===== src/rtl/rfu_pkg.sv =====
package rfu_pkg;

  // Window size in bytes for a size code, clamped so it fits a RAM of 2^aw bytes.
  function automatic int fifo_bytes(input logic [2:0] code, input int aw);
    int c;
    c = int'(code);
    if (c > aw - 4) c = aw - 4;
    return 1 << (c + 4);
  endfunction

  // Status bit positions
  localparam int ST_OVR = 0;
  localparam int ST_OVW = 1;
  localparam int ST_BND = 2;

endpackage


===== src/rtl/rfu_ram.sv =====
module rfu_ram #(
  parameter int AW = 8,
  parameter int DW = 8
) (
  input  logic          clk,
  input  logic          rst_n,
  input  logic          a_we,
  input  logic [AW-1:0] a_addr,
  input  logic [DW-1:0] a_wd,
  output logic [DW-1:0] a_rd,
  input  logic          b_we,
  input  logic [AW-1:0] b_addr,
  input  logic [DW-1:0] b_wd,
  output logic [DW-1:0] b_rd
);
  localparam int DEPTH = 1 << AW;

  logic [DW-1:0] mem [DEPTH];

  // Peripheral port is written last, so it wins a same-address collision.
  always_ff @(posedge clk) begin
    if (b_we) mem[b_addr] <= b_wd;
    if (a_we) mem[a_addr] <= a_wd;
  end

  always_ff @(posedge clk) begin
    if (!rst_n) begin
      a_rd <= '0;
      b_rd <= '0;
    end else begin
      a_rd <= mem[a_addr];
      b_rd <= mem[b_addr];
    end
  end

endmodule


===== src/rtl/rfu_channel.sv =====
module rfu_channel #(
  parameter int AW    = 8,
  parameter bit IS_RX = 1'b1
) (
  input  logic          clk,
  input  logic          rst_n,
  input  logic          cfg_we,
  input  logic [2:0]    cfg_code,
  input  logic          cfg_ie,
  input  logic          base_we,
  input  logic [AW-1:0] base_d,
  input  logic          adv_we,
  input  logic [AW:0]   adv_n,
  input  logic          clr_we,
  input  logic [2:0]    clr_bits,
  input  logic          per_req,
  input  logic          per_block,
  output logic          per_acc,
  output logic [AW-1:0] ram_addr,
  output logic [AW-1:0] head_abs,
  output logic [AW-1:0] tail_abs,
  output logic [AW:0]   valid,
  output logic [AW:0]   free,
  output logic [2:0]    stat,
  output logic [2:0]    code,
  output logic          ie,
  output logic [AW-1:0] base,
  output logic          irq
);
  import rfu_pkg::*;

  localparam int CW = AW + 1;

  function automatic logic [AW-1:0] ring_step(input logic [AW-1:0] p,
                                              input logic [CW-1:0] n,
                                              input logic [AW-1:0] m);
    return (p + n[AW-1:0]) & m;
  endfunction

  logic [2:0]    code_q, stat_q;
  logic          ie_q;
  logic [AW-1:0] base_q, head_q, head_d, tail_off, mask, win;
  logic [CW-1:0] count_q, count_d, size, free_w;

  // named internal events, observed by the assertions below
  logic err, gated, cpu_go, per_ok, cpu_ok, ev_ovr, ev_ovw, ev_wrap;

  assign size     = CW'(fifo_bytes(code_q, AW));
  assign mask     = AW'(size - 1'b1);
  assign win      = base_q & ~mask;
  assign free_w   = size - count_q;
  assign tail_off = ring_step(head_q, count_q, mask);
  assign err      = stat_q[ST_OVR] | stat_q[ST_OVW];
  assign gated    = per_req & ~per_block & ~err & ~cfg_we;
  assign cpu_go   = adv_we & ~cfg_we;

  always_comb begin
    per_ok  = 1'b0;
    cpu_ok  = 1'b0;
    ev_ovr  = 1'b0;
    ev_ovw  = 1'b0;
    ev_wrap = 1'b0;
    count_d = count_q;
    head_d  = head_q;
    if (IS_RX) begin
      per_ok  = gated && (free_w != '0);
      ev_ovw  = gated && (free_w == '0);
      ev_wrap = per_ok && (tail_off == mask);
      cpu_ok  = cpu_go && (adv_n <= count_q);
      ev_ovr  = cpu_go && (adv_n > count_q);
      count_d = count_q + CW'(per_ok) - (cpu_ok ? adv_n : '0);
      if (cpu_ok) head_d = ring_step(head_q, adv_n, mask);
    end else begin
      per_ok  = gated && (count_q != '0);
      ev_ovr  = gated && (count_q == '0);
      ev_wrap = per_ok && (head_q == mask);
      cpu_ok  = cpu_go && (adv_n <= free_w);
      ev_ovw  = cpu_go && (adv_n > free_w);
      count_d = count_q + (cpu_ok ? adv_n : '0) - CW'(per_ok);
      if (per_ok) head_d = ring_step(head_q, CW'(1), mask);
    end
  end

  always_ff @(posedge clk) begin
    if (!rst_n) begin
      code_q  <= '0;
      ie_q    <= 1'b0;
      base_q  <= '0;
      head_q  <= '0;
      count_q <= '0;
      stat_q  <= '0;
    end else begin
      if (cfg_we) begin
        code_q  <= cfg_code;
        ie_q    <= cfg_ie;
        head_q  <= '0;
        count_q <= '0;
      end else begin
        head_q  <= head_d;
        count_q <= count_d;
      end
      if (base_we) base_q <= base_d;
      stat_q <= (clr_we ? (stat_q & ~clr_bits) : stat_q) | {ev_wrap, ev_ovw, ev_ovr};
    end
  end

  assign per_acc  = per_ok;
  assign head_abs = win | head_q;
  assign tail_abs = win | tail_off;
  assign ram_addr = IS_RX ? tail_abs : head_abs;
  assign valid    = count_q;
  assign free     = free_w;
  assign stat     = stat_q;
  assign code     = code_q;
  assign ie       = ie_q;
  assign base     = base_q;
  assign irq      = stat_q[ST_BND] & ie_q;

  // the fill level never exceeds the selected window
  p_fill_bound_r2: assert property (@(posedge clk) disable iff (!rst_n)
    count_q <= size);

  // a pending error keeps the peripheral side idle
  p_err_blocks_r8: assert property (@(posedge clk) disable iff (!rst_n)
    err |-> !per_acc);

  // an error stays until a clear write
  p_err_sticky_r8: assert property (@(posedge clk) disable iff (!rst_n)
    (err && !clr_we) |=> (stat_q[ST_OVR] | stat_q[ST_OVW]));

  // a wrap of the peripheral-side pointer raises the boundary flag
  p_wrap_flag_r9: assert property (@(posedge clk) disable iff (!rst_n)
    ev_wrap |=> stat_q[ST_BND]);

  // a refused access with no other activity leaves the count alone
  p_fault_hold_r7: assert property (@(posedge clk) disable iff (!rst_n)
    ((ev_ovr || ev_ovw) && !per_ok && !cpu_ok && !cfg_we) |=> $stable(count_q));

endmodule


===== src/rtl/ram_fifo_ctl.sv =====
module ram_fifo_ctl #(
  parameter int AW = 8,
  parameter int DW = 8,
  parameter int RW = 16
) (
  input  logic          clk,
  input  logic          rst_n,
  input  logic          cpu_reg_we,
  input  logic [3:0]    cpu_reg_addr,
  input  logic [RW-1:0] cpu_reg_wdata,
  output logic [RW-1:0] cpu_reg_rdata,
  input  logic          cpu_mem_we,
  input  logic [AW-1:0] cpu_mem_addr,
  input  logic [DW-1:0] cpu_mem_wdata,
  output logic [DW-1:0] cpu_mem_rdata,
  input  logic          rx_push,
  input  logic [DW-1:0] rx_byte,
  input  logic          tx_pop,
  output logic [DW-1:0] tx_byte,
  output logic          tx_byte_vld,
  output logic          irq
);
  localparam int NCH = 2;
  localparam int CW  = AW + 1;

  logic [2:0]    idx;
  logic          csel;
  logic          ch_acc  [NCH];
  logic [AW-1:0] ch_addr [NCH];
  logic [AW-1:0] ch_head [NCH];
  logic [AW-1:0] ch_tail [NCH];
  logic [CW-1:0] ch_val  [NCH];
  logic [CW-1:0] ch_free [NCH];
  logic [2:0]    ch_stat [NCH];
  logic [2:0]    ch_code [NCH];
  logic          ch_ie   [NCH];
  logic [AW-1:0] ch_base [NCH];
  logic [NCH-1:0] ch_irq;
  logic          ch_req  [NCH];
  logic          ch_blk  [NCH];

  assign idx  = cpu_reg_addr[2:0];
  assign csel = cpu_reg_addr[3];

  // channel 0 receives, channel 1 transmits; receive wins the RAM port
  assign ch_req[0] = rx_push;
  assign ch_blk[0] = 1'b0;
  assign ch_req[1] = tx_pop;
  assign ch_blk[1] = rx_push;

  for (genvar g = 0; g < NCH; g++) begin : g_ch
    logic hit;
    assign hit = cpu_reg_we && (csel == 1'(g));
    rfu_channel #(.AW(AW), .IS_RX(g == 0)) u_ch (
      .clk      (clk),
      .rst_n    (rst_n),
      .cfg_we   (hit && idx == 3'd0),
      .cfg_code (cpu_reg_wdata[2:0]),
      .cfg_ie   (cpu_reg_wdata[3]),
      .base_we  (hit && idx == 3'd1),
      .base_d   (cpu_reg_wdata[AW-1:0]),
      .adv_we   (hit && idx == 3'd3),
      .adv_n    (cpu_reg_wdata[CW-1:0]),
      .clr_we   (hit && idx == 3'd5),
      .clr_bits (cpu_reg_wdata[2:0]),
      .per_req  (ch_req[g]),
      .per_block(ch_blk[g]),
      .per_acc  (ch_acc[g]),
      .ram_addr (ch_addr[g]),
      .head_abs (ch_head[g]),
      .tail_abs (ch_tail[g]),
      .valid    (ch_val[g]),
      .free     (ch_free[g]),
      .stat     (ch_stat[g]),
      .code     (ch_code[g]),
      .ie       (ch_ie[g]),
      .base     (ch_base[g]),
      .irq      (ch_irq[g])
    );
  end

  logic          rx_acc, tx_acc;
  logic [AW-1:0] per_addr;

  assign rx_acc   = ch_acc[0];
  assign tx_acc   = ch_acc[1];
  assign per_addr = rx_acc ? ch_addr[0] : ch_addr[1];

  rfu_ram #(.AW(AW), .DW(DW)) u_ram (
    .clk   (clk),
    .rst_n (rst_n),
    .a_we  (rx_acc),
    .a_addr(per_addr),
    .a_wd  (rx_byte),
    .a_rd  (tx_byte),
    .b_we  (cpu_mem_we),
    .b_addr(cpu_mem_addr),
    .b_wd  (cpu_mem_wdata),
    .b_rd  (cpu_mem_rdata)
  );

  always_ff @(posedge clk) begin
    if (!rst_n) tx_byte_vld <= 1'b0;
    else        tx_byte_vld <= tx_acc;
  end

  assign irq = |ch_irq;

  always_comb begin
    case (idx)
      3'd0:    cpu_reg_rdata = RW'({ch_ie[csel], ch_code[csel]});
      3'd1:    cpu_reg_rdata = RW'(ch_base[csel]);
      3'd2:    cpu_reg_rdata = RW'(ch_head[csel]);
      3'd3:    cpu_reg_rdata = RW'(ch_val[csel]);
      3'd4:    cpu_reg_rdata = RW'(ch_free[csel]);
      3'd5:    cpu_reg_rdata = RW'(ch_stat[csel]);
      3'd6:    cpu_reg_rdata = RW'(ch_tail[csel]);
      default: cpu_reg_rdata = '0;
    endcase
  end

  // a push and a pop in one cycle never both reach the RAM port
  p_rx_first_r10: assert property (@(posedge clk) disable iff (!rst_n)
    rx_acc |-> !tx_acc);

  // a popped byte is flagged exactly one cycle after acceptance
  p_tx_vld_r4: assert property (@(posedge clk) disable iff (!rst_n)
    tx_acc |=> tx_byte_vld);

  // the interrupt only follows an enabled channel's boundary flag
  p_irq_src_r9: assert property (@(posedge clk) disable iff (!rst_n)
    irq |-> ((ch_stat[0][2] && ch_ie[0]) || (ch_stat[1][2] && ch_ie[1])));

endmodule


===== config.mk =====
export PLATFORM = sky130hd
export DESIGN_NAME = ram_fifo_ctl
export DESIGN_NICKNAME = d
export VERILOG_FILES = /design/src/rtl/rfu_pkg.sv /design/src/rtl/rfu_ram.sv /design/src/rtl/rfu_channel.sv /design/src/rtl/ram_fifo_ctl.sv
export SDC_FILE = /design/constraint.sdc
export NUM_CORES = 2
export LEC_CHECK = 0
export BUFFER_PORTS_ARGS = -buffer_cell sky130_fd_sc_hd__buf_2
export CORE_ASPECT_RATIO = 1.75
export CORE_UTILIZATION = 44
export CTS_CLUSTER_DIAMETER = 150
export DETAILED_ROUTE_END_ITERATION = 7
export PLACE_DENSITY = 0.58
export SKIP_LAST_GASP = 1
export SLEW_MARGIN = 5
export SYNTH_ARGS = -nofsm -noshare
export SYNTH_HDL_FRONTEND = slang
export SYNTH_SLANG_ARGS = --single-unit

===== constraint.sdc =====
create_clock -name clk -period 11.45 [get_ports clk]
set_input_delay 2.8625 -clock clk [delete_from_list [all_inputs] [get_ports clk]]
set_output_delay 2.8625 -clock clk [all_outputs]
set_load 0.01 [all_outputs]

# == Word-level counts from Yosys, hierarchy flattened ==
# Memory sizes are Yosys's and may differ from the RTL's. A register that Yosys moved wholly into a read port is not among the register bits.
# Cells that the tools add are included.
# word_totals
n_memories,1
ramBits,2048
elab_cells,147
in_bits,50
ff_bits,65
out_inout_bits,34
# op_classes
magnitude_cmp,7
eq_ne,8
reduce_logical,30
n_shift,2
add_sub_neg,14
mux,36
n_bitwise,36
# memory_table
name,depth,word_bits,read_ports,rd_clocked_by_memory_dff,write_ports,line_no,rtl
u_ram.mem,256,8,2,2,2,rfu_ram.sv:18,logic [DW-1:0] mem [DEPTH];
# ops
op,count
2-to-1 mux 8 bit,10
2-to-1 mux 9 bit,8
case mux 9 bit (7 select lines),1
AND 8 bit,6
bitwise OR 8 bit,4
2-to-1 mux 3 bit,10
subtractor 9 bit,3
adder 8 bit,3
logical AND 1 bit,20
greater-than comparator 9 bit,2
<= comparator 9 bit,2
logical NOT 9 bit,2
nonzero test 9 bit,2
"<< shifter 1 x 4 -> 9 bit, first input constant",2
equality test 8 bit,2
NOT 8 bit,2
"subtractor 8 x 1 -> 8 bit, second input constant",2
adder 9 x 1 -> 9 bit,1
adder 9 bit,1
AND 1 bit,9
"equality test 3 bit, second input constant",3
subtractor 9 x 1 -> 9 bit,1
"adder 3 x 3 -> 4 bit, second input constant",2
"adder 8 x 1 -> 8 bit, second input constant",1
other kinds (14),34

# == Logic depth before layout (Yosys ltp) ==
# depth
word_depth,12
ltp_mapped,27
ltp_nobuf,27

# == By module ==
# A second synthesis with hierarchy kept.
# unflattened
hier_cells,9248
area_unflattened_um2,131406.0
# modules_own_cells
mod,n_inst,seq_area_each_um2,area_per_inst_um2,cells_each
rfu_ram,1,61819.3,124451.9,8402
rfu_channel at g_ch[0].u_ch,1,640.6,2962.8,354
rfu_channel at g_ch[1].u_ch,1,640.6,2929.1,359
ram_fifo_ctl,1,20.0,1062.3,133

# == Least setup slack after synthesis ==
# OpenSTA, ideal clock, no wires.
# synth_timing
kind,input-to-output
from,input port cpu_reg_addr[2]
to,output port cpu_reg_rdata[0]
path_buffers,1
arrival_time_ns,4.578
slack_ns,4.009
required_time_ns,8.588
path_stages,8
path_cell_list,clkbuf_1 -> clkinv_1 -> nand2_1 -> nor2_1 -> a22o_1 -> a2111oi_0 -> a31oi_1 -> or3_1
# synth_via
elab_chain_len,2
word_cells_on_any_way,8
classes_between,6 x eq/ne; 1 x mux; 1 x reduce/logical
# synth_rtl
element,line_no,rtl
start: declaration,ram_fifo_ctl.sv:9,"input logic [3:0] cpu_reg_addr,"
"equality test 3 bit, or another cell as far along",ram_fifo_ctl.sv:110,case (idx)
case mux 9 bit (7 select lines) (*),ram_fifo_ctl.sv:110,
end: declaration,ram_fifo_ctl.sv:11,"output logic [RW-1:0] cpu_reg_rdata,"
# Mark *: on every way between the ends. The rest lies on a longest branch, timed or not.

# == Final worst setup path ==
# Ends and elaborated chain as after synthesis.

==> flow_metrics.tcl <==
set metrics [dict create \
    fp.dieW_um 406 \
    coreArea_um2 285000 \
    ys.flop_type "sky130_fd_sc_hd__edfxtp_1" \
    grt_antenna_before_repair 36 \
    failed_checks "max-capacitance violations, max-slew violations" \
    postCtsHoldBufs 0 \
    final_period_minus_worst_setup_slack_ps 8600 \
    ctsLongestPathBuffers 4 \
    floorplan.rows 259 \
    area.growth.synth_to_final_pct 8.93 \
    max_clock_freq_mhz 116 \
    synth_area_um2 126000 \
    initial_core_util_pct 44.2 \
    io_buffers 69 \
    die-height_um 709 \
    synth_sequential_area_ratio_pct 50.2 \
    viasPerCell 7.13 \
    number_of_clock_buffers_inserted_by_tritoncts 207 \
    fillCellCount 24944 \
    clock_tree_from_tritoncts "built" \
    crit_path_max_fanout 11 \
    cts_setup_buffers 0 \
    drt_wl_total_mm 507 \
    gp_congestion 0.965 \
    drive_gt1_share_pct 32.4 \
    tightest_slew_ps 1520 \
    placed_area_um2 130000 \
    pin_count 84 \
    cp_arrival_ps 5740 \
    grt_first_pass_wirelength_mm 702 \
    yosys.cell_types.count 77 \
    clock_tree.root_cell "sky130_fd_sc_hd__clkbuf_16" \
    status "complete, but fails checks" \
    synth-edff-count 2048 \
    fin_worst_hold_slack_ps 482 \
    grt_start_max_net_pins 154 \
    design.die.area_um2 288000 \
    layout_worst_path_cycle_share_pct 75.1 \
    remaining_drc_errors 0 \
    rsz0062_at_grt "false" \
    report.final.setup_viol 0 \
    power_frac_seq_pct 43.6 \
    final_design_area_no_fill_um2 137000 \
    criticalPathCategory "primary input to primary output" \
    drt-pass1-iter-count 6 \
    startpoint_type "primary input" \
    most_frequent_standard_cell_in_the_layout_excluding_fill_and_tap_cells "sky130_fd_sc_hd__edfxtp_1" \
    critical_path_required_ps 8590 \
    maxCapViolCount 1 \
    iter_0_drt_violations 12224 \
    grt.overflow.total 0 \
    cts_resized 0 \
    routed-via-count 90274 \
    power.share.clock_pct 35.5 \
    p_per_area_nw_per_um2 145 \
    clkSlewWorstSetupHoldPaths_ps 70 \
    dp_hpwl_mm 325 \
    finish.cell_count_without_fillers 12655 \
    min-delay-path-class "flip-flop to flip-flop" \
    power.share.combinational_pct 20.9 \
    final_antenna_net_count 0 \
    wire_per_inst_um 40.1 \
    ys_ff_latch 2129 \
    cellLeakagePower_nw 43.5 \
    power.switching_mw 6.07 \
    max-vdd-ir-drop_mv 0.144 \
    htree_levels 4 \
    worst_r2r_path_depth 15 \
    grt_pass1_vias 89000 \
    clock-skew-final_ps 79.9 \
    placed_cells_incl_taps 12225 \
    number_of_nets_in_the_finished_design 8794 \
    p_int_mw 13.9 \
    per_instance_average_area_after_synthesis_um2 13.9 \
    postSynth.asyncResetShare_pct 0 \
    relSlewSlack_pct -4.40 \
    fin_tns_setup_ps 0 \
    cts_num_sinks 2129 \
    netlist_instances 9026 \
    globalRouteTotalUtil_pct 34.5 \
    min_delay_path_depth 2 \
    finalCoreUtilization_pct 48.2 \
    number_of_max_slew_violations_in_the_final_report 2 \
    synth-warning-count 0 \
    hold_viol_final 0 \
    p_sw_share_pct 30.5 \
    clock_latency_ps 930 \
    crit_path_end_kind "primary output" \
    final_cell_mix "sky130_fd_sc_hd__edfxtp_1, sky130_fd_sc_hd__mux2_2, sky130_fd_sc_hd__a22oi_1, sky130_fd_sc_hd__mux2_1, sky130_fd_sc_hd__mux4_2" \
]
==> worst paths after layout <==
kind / startpoint / to / slack, ps
worst max-delay path: cpu_reg_addr[2] / cpu_reg_rdata[0] / 2850
worst min-delay path: g_ch[1].u_ch.base[3] / g_ch[1].u_ch.base[3] / 480
worst max register to register: g_ch[0].u_ch.code[2] / u_ram.a_rd[6] / 3470
worst min register to register: g_ch[1].u_ch.base[3] / g_ch[1].u_ch.base[3] / 480
==> stage by stage <==
stage / setup slack, ps / total power, mW
final: 2850 / 19.9
after global routing: 2790 / 20.3
after CTS: 3000 / 19.8
after detailed placement: 2320 / 12.8
after global placement: 2360 / 12.8
after floorplan: 4010 / 11.3
==> critical path, stage by stage <==
cell	delay [ps]
sky130_fd_sc_hd__buf_2	280
sky130_fd_sc_hd__clkinv_1	340
sky130_fd_sc_hd__nand2_1	240
sky130_fd_sc_hd__nor2_1	90
sky130_fd_sc_hd__a22o_1	260
sky130_fd_sc_hd__a2111oi_0	930
sky130_fd_sc_hd__a31oi_1	60
sky130_fd_sc_hd__or3_1	460
sky130_fd_sc_hd__buf_2	190
==> synth_stat cells (14+ instances only) <==
cell type | count | share of area, %
sky130_fd_sc_hd__edfxtp_1 | 2048 | 49
sky130_fd_sc_hd__mux2_2 | 1277 | 11
sky130_fd_sc_hd__a22oi_1 | 1040 | 6.2
sky130_fd_sc_hd__mux2_1 | 783 | 7.0
sky130_fd_sc_hd__clkbuf_1 | 764 | 2.3
sky130_fd_sc_hd__mux4_2 | 652 | 12
sky130_fd_sc_hd__a21oi_1 | 585 | 2.3
sky130_fd_sc_hd__o21ai_0 | 293 | 1.2
sky130_fd_sc_hd__nand2_1 | 229 | 0.68
sky130_fd_sc_hd__buf_2 | 150 | 0.60
sky130_fd_sc_hd__o41ai_1 | 128 | 0.89
sky130_fd_sc_hd__nor2_1 | 115 | 0.34
sky130_fd_sc_hd__nand2_2 | 114 | 0.57
sky130_fd_sc_hd__ha_1 | 89 | 0.88
sky130_fd_sc_hd__dfxtp_1 | 81 | 1.3
sky130_fd_sc_hd__buf_1 | 68 | 0.20
sky130_fd_sc_hd__inv_1 | 54 | 0.16
sky130_fd_sc_hd__mux2i_1 | 53 | 0.42
sky130_fd_sc_hd__nor2b_1 | 45 | 0.22
sky130_fd_sc_hd__nand3_1 | 40 | 0.16
sky130_fd_sc_hd__xnor2_1 | 35 | 0.24
sky130_fd_sc_hd__and4_1 | 34 | 0.24
sky130_fd_sc_hd__a21o_1 | 27 | 0.16
sky130_fd_sc_hd__buf_4 | 24 | 0.14
sky130_fd_sc_hd__o22ai_1 | 23 | 0.11
sky130_fd_sc_hd__nor3_1 | 21 | 0.084
sky130_fd_sc_hd__nor2_2 | 19 | 0.094
sky130_fd_sc_hd__xor2_1 | 18 | 0.13
sky130_fd_sc_hd__o21a_1 | 17 | 0.10
sky130_fd_sc_hd__buf_6 | 15 | 0.13
sky130_fd_sc_hd__nand2_4 | 15 | 0.13
sky130_fd_sc_hd__nand2b_1 | 14 | 0.070
==> state kept, by name (all words and copies together), names as in the netlist, 6 cells and up <==
signal            count
g_ch.u_ch.stat        6
g_ch.u_ch.code        6
u_ram.mem          2048
u_ram.a_rd            8
g_ch.u_ch.base       16
g_ch.u_ch.valid      18
g_ch.u_ch.head_q     16
u_ram.b_rd            8
==> metal layers <==
layer | track usage [%] | wire (um)
met1 | 37.0 | 160000
met2 | 57.3 | 247000
met3 | 7.22 | 47600
met4 | 30.5 | 52200
met5 | 0 | 91
==> cells by family after synthesis <==
family	synth area share, %
compound gates	11.4
buf+inv	3.52
flops	50.2
other cells	0.00597
mux	30.5
fa+ha+maj	0.964
xor+xnor	0.369
simple gates	3.02
==> layout make-up <==
cell class              instances  area [um2]  area share, %
inverters                      56         210          0.153
multi-input cells            5830       58700           42.8
well taps                    3784        4730           3.45
clock buffers                 239        5380           3.93
clock inverters               134        1220          0.891
repair buffers                426        3610           2.64
diodes                         57         143          0.104
flip-flops and latches       2129       63100           46.0
==> power groups by stage <==
stage / clock network [mW] / registers (mW) / logic, mW
finish: 7.08 / 8.68 / 4.16
global route: 7.34 / 8.68 / 4.27
CTS: 7.11 / 8.68 / 3.99
detailed placement: 0 / 8.85 / 3.98
global placement: 0 / 8.84 / 3.93
floorplan: 0 / 8.81 / 2.48
(Power assumes the default switching activity.)
